`config.mk`:
```
export PLATFORM = sky130hd
export DESIGN_NAME = split_event_counter
export DESIGN_NICKNAME = d
export VERILOG_FILES = /design/src/rtl/evtc_pkg.sv /design/src/rtl/lane_popcount.sv /design/src/rtl/tally_core.sv /design/src/rtl/host_port.sv /design/src/rtl/split_event_counter.sv
export SDC_FILE = /design/constraint.sdc
export NUM_CORES = 1
export LEC_CHECK = 0
export BUFFER_PORTS_ARGS = -buffer_cell sky130_fd_sc_hd__buf_2
export CORE_UTILIZATION = 59
export CTS_CLUSTER_SIZE = 14
export DETAILED_ROUTE_END_ITERATION = 16
export GPL_TIMING_DRIVEN = 1
export HOLD_SLACK_MARGIN = 0.06
export PLACE_DENSITY = 0.83
export SETUP_SLACK_MARGIN = 0.02
export SLEW_MARGIN = 20
export SYNTH_ARGS = -nofsm -noshare
export SYNTH_HDL_FRONTEND = slang
export SYNTH_SLANG_ARGS = --single-unit
```
`constraint.sdc`:
```
create_clock -name clk -period 3.6 [get_ports clk]
set_clock_uncertainty 0.05 [all_clocks]
set_input_delay 0.18 -clock clk [delete_from_list [all_inputs] [get_ports clk]]
set_output_delay 0.18 -clock clk [all_outputs]
set_load 0.03 [all_outputs]
```
`src/rtl/evtc_pkg.sv`:
```
package evtc_pkg;
  localparam logic ADDR_LO = 1'b0;
  localparam logic ADDR_HI = 1'b1;
endpackage

```
`src/rtl/lane_popcount.sv`:
```
module lane_popcount #(
  parameter int LANES = 4,
  localparam int SUM_W = $clog2(LANES + 1)
) (
  input  logic [LANES-1:0] lanes,
  output logic [SUM_W-1:0] sum
);
  logic [SUM_W-1:0] part [LANES+1];

  assign part[0] = '0;
  for (genvar i = 0; i < LANES; i++) begin : g_acc
    assign part[i+1] = part[i] + SUM_W'(lanes[i]);
  end
  assign sum = part[LANES];
endmodule

```
`src/rtl/tally_core.sv`:
```
module tally_core #(
  parameter int CNT_W = 32,
  parameter int LANES = 4,
  localparam int SUM_W = $clog2(LANES + 1)
) (
  input  logic             clk,
  input  logic             rst,
  input  logic             clr,
  input  logic             load,
  input  logic [CNT_W-1:0] load_val,
  input  logic [SUM_W-1:0] inc,
  output logic [CNT_W-1:0] cnt
);
  logic [CNT_W:0]   ext;
  logic [CNT_W-1:0] nxt_sat;

  always_comb begin
    ext     = {1'b0, cnt} + (CNT_W+1)'(inc);
    nxt_sat = ext[CNT_W] ? '1 : ext[CNT_W-1:0];
  end

  always_ff @(posedge clk) begin
    if (rst)       cnt <= '0;
    else if (load) cnt <= load_val;
    else if (clr)  cnt <= '0;
    else           cnt <= nxt_sat;
  end

  AST_NO_WRAP: assert property (@(posedge clk) disable iff (rst)
    (!load && !clr) |=> (cnt >= $past(cnt)));
  AST_SAT_HOLD: assert property (@(posedge clk) disable iff (rst)
    (!load && !clr && (&cnt)) |=> (&cnt));
  AST_STEP_BOUND: assert property (@(posedge clk) disable iff (rst)
    (!load && !clr) |=> ((cnt - $past(cnt)) <= CNT_W'(LANES)));
  AST_CLR_ZERO: assert property (@(posedge clk) disable iff (rst)
    (clr && !load) |=> (cnt == '0));
  AST_LOAD_WINS: assert property (@(posedge clk) disable iff (rst)
    load |=> (cnt == $past(load_val)));
endmodule

```
`src/rtl/host_port.sv`:
```
module host_port
  import evtc_pkg::*;
#(
  parameter int CNT_W = 32,
  localparam int HALF_W = CNT_W / 2
) (
  input  logic              clk,
  input  logic              rst,
  input  logic              sel,
  input  logic              wr,
  input  logic              addr,
  input  logic [HALF_W-1:0] wdata,
  input  logic [CNT_W-1:0]  live,
  output logic [HALF_W-1:0] rdata,
  output logic              load,
  output logic [CNT_W-1:0]  load_val
);
  logic [CNT_W-1:0] hold;
  logic rd_lo, rd_hi, wr_lo;

  assign rd_lo    = sel && !wr && (addr == ADDR_LO);
  assign rd_hi    = sel && !wr && (addr == ADDR_HI);
  assign wr_lo    = sel && wr && (addr == ADDR_LO);
  assign load     = sel && wr && (addr == ADDR_HI);
  assign load_val = {wdata, hold[HALF_W-1:0]};

  always_ff @(posedge clk) begin
    if (rst) begin
      hold  <= '0;
      rdata <= '0;
    end else begin
      if (rd_lo) begin
        rdata <= live[HALF_W-1:0];
        hold  <= live;
      end else if (rd_hi) begin
        rdata <= hold[CNT_W-1:HALF_W];
      end else if (wr_lo) begin
        hold[HALF_W-1:0] <= wdata;
      end
    end
  end

  AST_HI_FROM_HOLD: assert property (@(posedge clk) disable iff (rst)
    rd_hi |=> (rdata == $past(hold[CNT_W-1:HALF_W])));
  AST_SNAP_MATCH: assert property (@(posedge clk) disable iff (rst)
    rd_lo |=> (hold[HALF_W-1:0] == rdata));
  AST_RDATA_QUIET: assert property (@(posedge clk) disable iff (rst)
    (!sel || wr) |=> $stable(rdata));
  AST_WLO_KEEPS_HI: assert property (@(posedge clk) disable iff (rst)
    wr_lo |=> $stable(hold[CNT_W-1:HALF_W]));
endmodule

```
`src/rtl/split_event_counter.sv`:
```
module split_event_counter #(
  parameter int CNT_W = 32,
  parameter int LANES = 4,
  localparam int HALF_W = CNT_W / 2,
  localparam int SUM_W = $clog2(LANES + 1)
) (
  input  logic              clk,
  input  logic              rst,
  input  logic              burst_clr,
  input  logic [LANES-1:0]  fail_vec,
  input  logic              bus_sel,
  input  logic              bus_wr,
  input  logic              bus_addr,
  input  logic [HALF_W-1:0] bus_wdata,
  output logic [HALF_W-1:0] bus_rdata
);
  logic [SUM_W-1:0] inc;
  logic [CNT_W-1:0] cnt;
  logic             load;
  logic [CNT_W-1:0] load_val;

  lane_popcount #(.LANES(LANES)) u_pop (
    .lanes(fail_vec),
    .sum  (inc)
  );

  tally_core #(.CNT_W(CNT_W), .LANES(LANES)) u_core (
    .clk     (clk),
    .rst     (rst),
    .clr     (burst_clr),
    .load    (load),
    .load_val(load_val),
    .inc     (inc),
    .cnt     (cnt)
  );

  host_port #(.CNT_W(CNT_W)) u_host (
    .clk     (clk),
    .rst     (rst),
    .sel     (bus_sel),
    .wr      (bus_wr),
    .addr    (bus_addr),
    .wdata   (bus_wdata),
    .live    (cnt),
    .rdata   (bus_rdata),
    .load    (load),
    .load_val(load_val)
  );

  AST_RESET_ZERO: assert property (@(posedge clk)
    rst |=> (cnt == '0 && bus_rdata == '0));
endmodule

```
==> results of run 1 <==
## power by group through the flow
stage / logic (mW) / clock network [mW] / registers [mW]
finish: 0.206 / 0.610 / 0.942
global placement: 0.184 / 0 / 0.961
CTS: 0.204 / 0.618 / 0.942
detailed placement: 0.191 / 0 / 0.963
global route: 0.228 / 0.650 / 0.946
floorplan: 0.116 / 0 / 0.975
## cells by family (layout without fill, tap and decap cells)
| group | Yosys count | in the layout |
|---|---|---|
| AND/OR/NAND/NOR | 213 | 213 |
| AO/OA/AOI/OAI | 105 | 105 |
| flip-flops | 80 | 80 |
| buffers and inverters | 44 | 87 |
| multiplexers | 21 | 21 |
| XOR/XNOR | 15 | 15 |
| adder cells (fa/ha/maj) | 7 | 7 |
## worst max-delay path, cell delays in order
cell      delay, ns
buf_2          0.10
ha_1           0.27
inv_1          0.09
fa_1           0.44
inv_1          0.07
ha_1           0.16
inv_1          0.06
fa_1           0.39
and2b_2        0.27
o21bai_1       0.14
nor2_1         0.16
nand3_1        0.49
o211ai_1       0.25
## sequential cells by signal (all words and copies together) (netlist names)
name          count
u_core.cnt       32
u_host.hold      32
u_host.rdata     16
## cell usage after synthesis, types with 2 or more instances
| cell | count | area share, % |
|---|---|---|
| a211oi_1 | 19 | 3.6 |
| a21o_1 | 2 | 0.38 |
| a21oi_1 | 21 | 2.6 |
| a311oi_1 | 13 | 2.9 |
| a31oi_1 | 4 | 0.63 |
| and2_1 | 2 | 0.31 |
| and3_1 | 5 | 0.78 |
| and3_2 | 2 | 0.38 |
| and4_1 | 7 | 1.5 |
| buf_2 | 7 | 0.88 |
| clkbuf_1 | 22 | 2.1 |
| clkbuf_8 | 2 | 0.69 |
| dfxtp_1 | 80 | 40 |
| fa_1 | 2 | 1.0 |
| ha_1 | 5 | 1.6 |
| inv_1 | 10 | 0.94 |
| mux2i_1 | 21 | 5.3 |
| nand2_1 | 101 | 9.5 |
| nand2b_1 | 2 | 0.31 |
| nand3_1 | 19 | 2.4 |
| nand4_1 | 12 | 1.9 |
| nor2_1 | 38 | 3.6 |
| nor2b_1 | 3 | 0.47 |
| nor3_1 | 6 | 0.75 |
| nor4_1 | 5 | 0.78 |
| o211ai_1 | 9 | 1.7 |
| o21ai_0 | 20 | 2.5 |
| o21ai_1 | 2 | 0.25 |
| o31a_1 | 2 | 0.44 |
| o31ai_1 | 2 | 0.38 |
| xnor2_1 | 6 | 1.3 |
| xor2_1 | 9 | 2.0 |
## per-layer routing
metal  vias to the layer above  global-route usage [%]
met5                         -                       0
met4                         0                    14.4
met3                        30                    4.92
met2                       189                    52.0
met1                      1745                    42.0
li1                       1803                       -
## final timing paths
path / to / cells past startpoint / from
worst min-delay path: u_core.cnt[25] / 3 / bus_wdata[9]
worst max-delay path: u_core.cnt[19] / 13 / fail_vec[0]
worst min register to register: u_core.cnt[0] / 2 / u_host.hold[0]
worst max register to register: u_core.cnt[19] / 8 / u_core.cnt[0]
## cell type report
type                       count  area [µm²]
multi-input combinational    361        2180
fill                         530        1930
inverter                      10        37.5
sequential                    80        1600
tap                           77        96.3
timing repair buffer          61         390
clock buffer                  10         138
clock inverter                 6        45.0
==> key figures, run 1 <==
Run status
  – Status: complete, but fails checks
  – Failing checks: design-rule violations

Place
  – GPL Wtd Cong: 0.922
  – Post-detail-place hpwl: 7620 µm
  – Pre-CTS setup slack: 0.465 ns
  – Placed cell count: around 580
  – Area post-placement: approximately 4200 µm²
  – PortBufs: 41

Global routing
  – GRT Util Overall: 31.9%
  – Global-route wire length before repair: 17600 µm
  – Total overflow reported by the global router: 0
  – Vias in the first global route: 3513
  – Largest net degree at the start of global routing: 54
  – Initial antenna violation count: 0

Floorplan
  – Initial Util: 62.0%
  – Die ar.: ~7100 µm²
  – Die Wd: 84.2 µm
  – Die Ht: 84.2 µm
  – Row count: 29
  – Core Area: 6420 µm²
  – I/O pin total: 42

Timing
  – Setup TNS: 0 ns
  – Slew Limit Fails: 0
  – Slew HR: 28.8%
  – Highest clock rate: 351 MHz
  – Final setup vio count: 0
  – RSZ-0062 raised after global routing: false
  – Slew at the pin closest to its max-slew limit: around 1.1 ns
  – Fin crit share: 79.1%
  – Final hold slack: about 0.096 ns
  – Minimum clock period: 2.85 ns
  – Fin worst setup slack: 0.751 ns
  – Hold Fails Final Rpt: 0

Logic synthesis
  – Multiplexer share of the synthesized area: 5.27%
  – Flops & latches, synth: 80
  – Synth Area in Simple Gates: 25.6%
  – Syn Area/Cell: 8.22 µm²
  – Post-synth ARST share: 0%
  – EDFF count, synth: 0
  – Post-synthesis sequential area ratio: 40.2%
  – Yosys cell types: 57
  – Syn Nets: 518
  – Syn. warnings: 0
  – Ys flop type: dfxtp_1
  – Mapped Cells: between 400 and 500
  – Largest family of logic cells by synthesized area: simple AND/OR/NAND/NOR gates
  – Adder and majority gate portion of the synthesized area: 2.57%
  – Mapped Area: 3990 µm²
  – Post-synthesis compound-gate area fraction: 17.8%
  – Synth Area in XOR/XNOR: around 3.3%

Worst setup path
  – Worst Path Required: 3.82 ns
  – Setup slack, reg-to-reg: 1.15 ns
  – CP Capture Type: flop
  – Critical Path AT: 3.07 ns
  – CP startpoint kind: input port
  – WS Path Type: input port to flop
  – Max FO, Critical Path: 14

Detailed routing
  – Max layer used: met4
  – DR WL/cell: 17.7 µm
  – Vias: around 3800
  – ANT nets after route: 0
  – Vias per cell: a little over 6
  – Final WL: 10700 µm
  – DR pass1 iterations: 11
  – Met3 WL: 820 µm
  – Initial drt markers: 358
  – Metal2 WL: 4980 µm
  – Met1 WL: 4590 µm
  – Remaining DRCs: 8

Power
  – Internal power: 1.27 mW
  – Power per cell area: 391 nW/µm²
  – Clock Power Share: 34.7%
  – VDD IR max: around 0.35 mV
  – Sw Ratio: approximately 28%
  – P_sw: between 0.4 and 0.5 mW
  – Tot Pwr: 1.76 mW
  – Comb pwr share: 11.7%
  – Fraction of power consumed by sequential logic: 53.6%
  – Leak pwr: 1.74 nW

Cells and area
  – Final instance area: 4490 µm²
  – Non-Filler Instances: 605
  – Fin util: 69.9%
  – Most common cell after layout, fill and taps aside: nand2_1
  – Fraction of final layout cells sized beyond drive strength 1: 15.0%
  – Area grow syn2layout: 12.7%
  – Nets: 556
  – Most frequent cells in the layout: nand2_1, dfxtp_1, buf_2
  – Diode count: 0

Clock network
  – Setup bufs post-CTS: 0
  – Root Driver: clkbuf_8
  – Worst-path clk slew: 0.08 ns
  – # hold bufs at CTS: 14
  – CTS HTree Levels: 3
  – Post-cts sizing count: 0
  – CTS Buffer Depth: 2
  – Clk_lat worst skew: 0.35 ns
  – Num CTS Buffers: 9
  – Sink Count: 80
  – CTS tree: built

Run
  – Total of max-cap violations: 0

Worst hold path
  – Hold crit path type: input port to flop
No activity file was read; power rests on OpenSTA's default activity.
==> inputs of run 2 (changes only) <==
--- a/config.mk
+++ b/config.mk
@@ -6,12 +6,12 @@
 export NUM_CORES = 1
 export LEC_CHECK = 0
 export BUFFER_PORTS_ARGS = -buffer_cell sky130_fd_sc_hd__buf_2
-export CORE_UTILIZATION = 59
+export CORE_UTILIZATION = 53
 export CTS_CLUSTER_SIZE = 14
 export DETAILED_ROUTE_END_ITERATION = 16
 export GPL_TIMING_DRIVEN = 1
 export HOLD_SLACK_MARGIN = 0.06
-export PLACE_DENSITY = 0.83
+export PLACE_DENSITY = 0.79
 export SETUP_SLACK_MARGIN = 0.02
 export SLEW_MARGIN = 20
 export SYNTH_ARGS = -nofsm -noshare
==> constraint.sdc (replaced) <==
create_clock -name clk -period 2.4 [get_ports clk]
set_clock_uncertainty 0.05 [all_clocks]
set_input_delay 0.12 -clock clk [delete_from_list [all_inputs] [get_ports clk]]
set_output_delay 0.12 -clock clk [all_outputs]
set_load 0.03 [all_outputs]
==> run 2 against run 1 <==
Effect of this change: sequential power up 50%; final cell count grew 8.9%; via count is 5.5% higher; routed wire length increased by 10%; clock power rose by 77%; the run now ends clean; die area grew 11%.
==> key figures, run 2 (synthesis results as in run 1) <==
Timing
  – Fin crit share: 99.1%
  – RSZ-0062 raised after global routing: true
  – Final setup vio count: 0 (unchanged)
  – Final hold slack: 0.144 ns (+0.0488 ns)
  – Slew Limit Fails: 0 (unchanged)
  – Minimum clock period: approximately 2.4 ns
  – Slew at the pin closest to its max-slew limit: 0.616 ns (-0.452 ns)
  – Hold Fails Final Rpt: 0 (unchanged)
  – Highest clock rate: 420 MHz
  – Slew HR: 58.6% (+30 points)

Floorplan
  – Die ar.: 7870 µm² (+11%)
  – Die Ht: 88.7 µm (+5.4%)
  – Die Wd: 88.7 µm (+5.4%)
  – Core Area: 7250 µm² (+13%)
  – Row count: 31 (+6.9%)
  – I/O pin total: 42 (unchanged)
  – Initial Util: 54.9% (-7.1 points)

Run
  – Total of max-cap violations: 0 (unchanged)

Worst setup path
  – Critical Path AT: 2.59 ns (-0.48 ns)
  – Top Family by Delay on Critical Path: adder cells
  – CP cell instances: buf_6, ha_4, inv_2, fa_1, inv_1, ha_2, inv_2, fa_2, and2b_2, o21bai_4, nor4_4, and4b_1, o31ai_2
  – CP startpoint kind: input port
  – WS Path Type: input port to flop
  – Max incr delay on CP: 0.42 ns (-0.07 ns)
  – CP dominant cell by count: inv_2
  – Critical Path Stages: 13 (unchanged)
  – Max FO, Critical Path: 6 (-8)
  – Slowest cell on the critical path: fa_1
  – Worst Path Required: 2.61 ns (-1.21 ns)
  – Setup slack, reg-to-reg: 0.20 ns (-0.95 ns)
  – Worst Reg-to-Reg Cells: 8 (unchanged)
  – WP buf/inv: 4 (unchanged)
  – CP Capture Type: flop

Cells and area
  – Final instance area: 4880 µm² (+8.6%)
  – Most frequent cells in the layout: nand2_1, dfxtp_1, buf_2
  – Multi-input gate area: 2250 µm² (+2.9%)
  – Most common cell after layout, fill and taps aside: nand2_1
  – Fill cells: 610 (+15%)
  – FF/Latch Area: 1600 µm² (unchanged)
  – Largest regs: u_core.cnt (32), u_host.hold (32), u_host.rdata (16)
  – Nets: 588 (+5.8%)
  – Fraction of final layout cells sized beyond drive strength 1: 21.3% (+6.3 points)
  – Area grow syn2layout: 22.4%
  – Diode count: 0 (unchanged)

Detailed routing
  – Initial drt markers: 312 (-13%)
  – DR pass1 iterations: 5 (-6)
  – DR WL/cell: 17.8 µm (+1.0%)
  – Vias: 3973 (+5.5%)
  – Vias per cell: 6.03 (-3.2%)
  – ANT nets after route: 0 (unchanged)
  – Final WL: 11800 µm (+10%)
  – Remaining DRCs: 0 (-8)

Clock network
  – Clk_lat worst skew: 0.37 ns (+0.02 ns)
  – CTS tree: built
  – CTS HTree Levels: 3 (unchanged)
  – Sink Count: 80 (unchanged)
  – Root Driver: clkbuf_8
  – Worst-path clk slew: 0.09 ns (about the same)
  – CTS Buffer Depth: 2 (unchanged)
  – Num CTS Buffers: 9 (unchanged)

Place
  – Post-detail-place hpwl: 8090 µm (+6.2%)
  – PortBufs: 41 (unchanged)
  – GPL Wtd Cong: 0.923 (+0.13%)
  – Area post-placement: 4440 µm² (+6.5%)

Global routing
  – Vias in the first global route: 3657 (+4.1%)
  – Largest net degree at the start of global routing: 47 (-13%)
  – Initial antenna violation count: 0 (unchanged)
  – Global-route wire length before repair: 18600 µm (+6.0%)
  – GRT Util Overall: 32.2% (+0.30 points)
  – Total overflow reported by the global router: 0 (unchanged)

Power
  – Leak pwr: 1.92 nW (+10%)
  – Power per cell area: 582 nW/µm² (+49%)
  – VDD IR max: 0.350 mV (+0.92%)

Run status
  – Status: completed

Worst hold path
  – Hold Crit Depth: 3 (unchanged)
  – Hold crit path type: input port to flop
-- run 2: stage by stage --
stage | worst slack, ns | utilization [%] | instances | setup TNS, ns | power (mW)
after detailed placement | -0.434 | 61.2 | 624 | -9.33 | 1.75
after global placement | -0.397 | 61.2 | 624 | -8.19 | 1.75
final | 0.0218 | 67.2 | 659 | 0 | 2.84
after global routing | -0.0481 | 67.2 | 659 | -0.0947 | 2.94
after CTS | 0.00357 | 66.6 | 658 | 0 | 2.84
after floorplan | -0.181 | - | 485 | -1.01 | 1.64
-- run 2: report_power, final --
part | switching, mW | total, mW | leakage, nW | internal (mW)
registers | 0.0378 | 1.41 | 0.652 | 1.38
clock network | 0.578 | 1.08 | 0.104 | 0.504
logic | 0.202 | 0.345 | 1.16 | 0.143
total | 0.819 | 2.84 | 1.92 | 2.02
-- run 2: area by class of cell --
cell class / count / area share, %
clock buffers: 9 / 2.54
clock inverters: 7 / 1.77
inverters: 10 / 0.770
multi-input cells: 361 / 46.1
flip-flops and latches: 80 / 32.8
well taps: 99 / 2.54
repair buffers: 93 / 13.5
-- run 2: worst paths after layout --
check | end | startpoint
worst min register to register | u_core.cnt[8] | u_host.hold[8]
worst min-delay path | u_host.hold[15] | bus_wr
worst max register to register | u_core.cnt[30] | u_core.cnt[0]
worst max-delay path | u_core.cnt[30] | fail_vec[1]
-- run 2: what timing repair did --
action,4_1_cts,5_1_grt
hold endpoints to repair,32,0
hold buffers,18,0
pin swaps,1,3
setup endpoints to repair,4,24
resized for setup,1,12
buffers inserted,0,1
-- run 2: routing by layer --
metal / share of wire (%) / routed length [µm] / GRT usage [%] / vias to the layer above
li1: - / - / - / 1874
met1: 44 / 5170 / 40.9 / 1883
met2: 46 / 5420 / 52.9 / 187
met3: 6.8 / 797 / 6.90 / 29
met4: 3.1 / 370 / 13.6 / 0
met5: 0 / 0 / 0 / -
-- run 2: worst min-delay path, delay by kind of cell --
kind / cells / cell delay, ns
AOI/OAI and AO/OA: 1 / 0.08
buffers and inverters: 1 / 0.16
muxes: 1 / 0.16
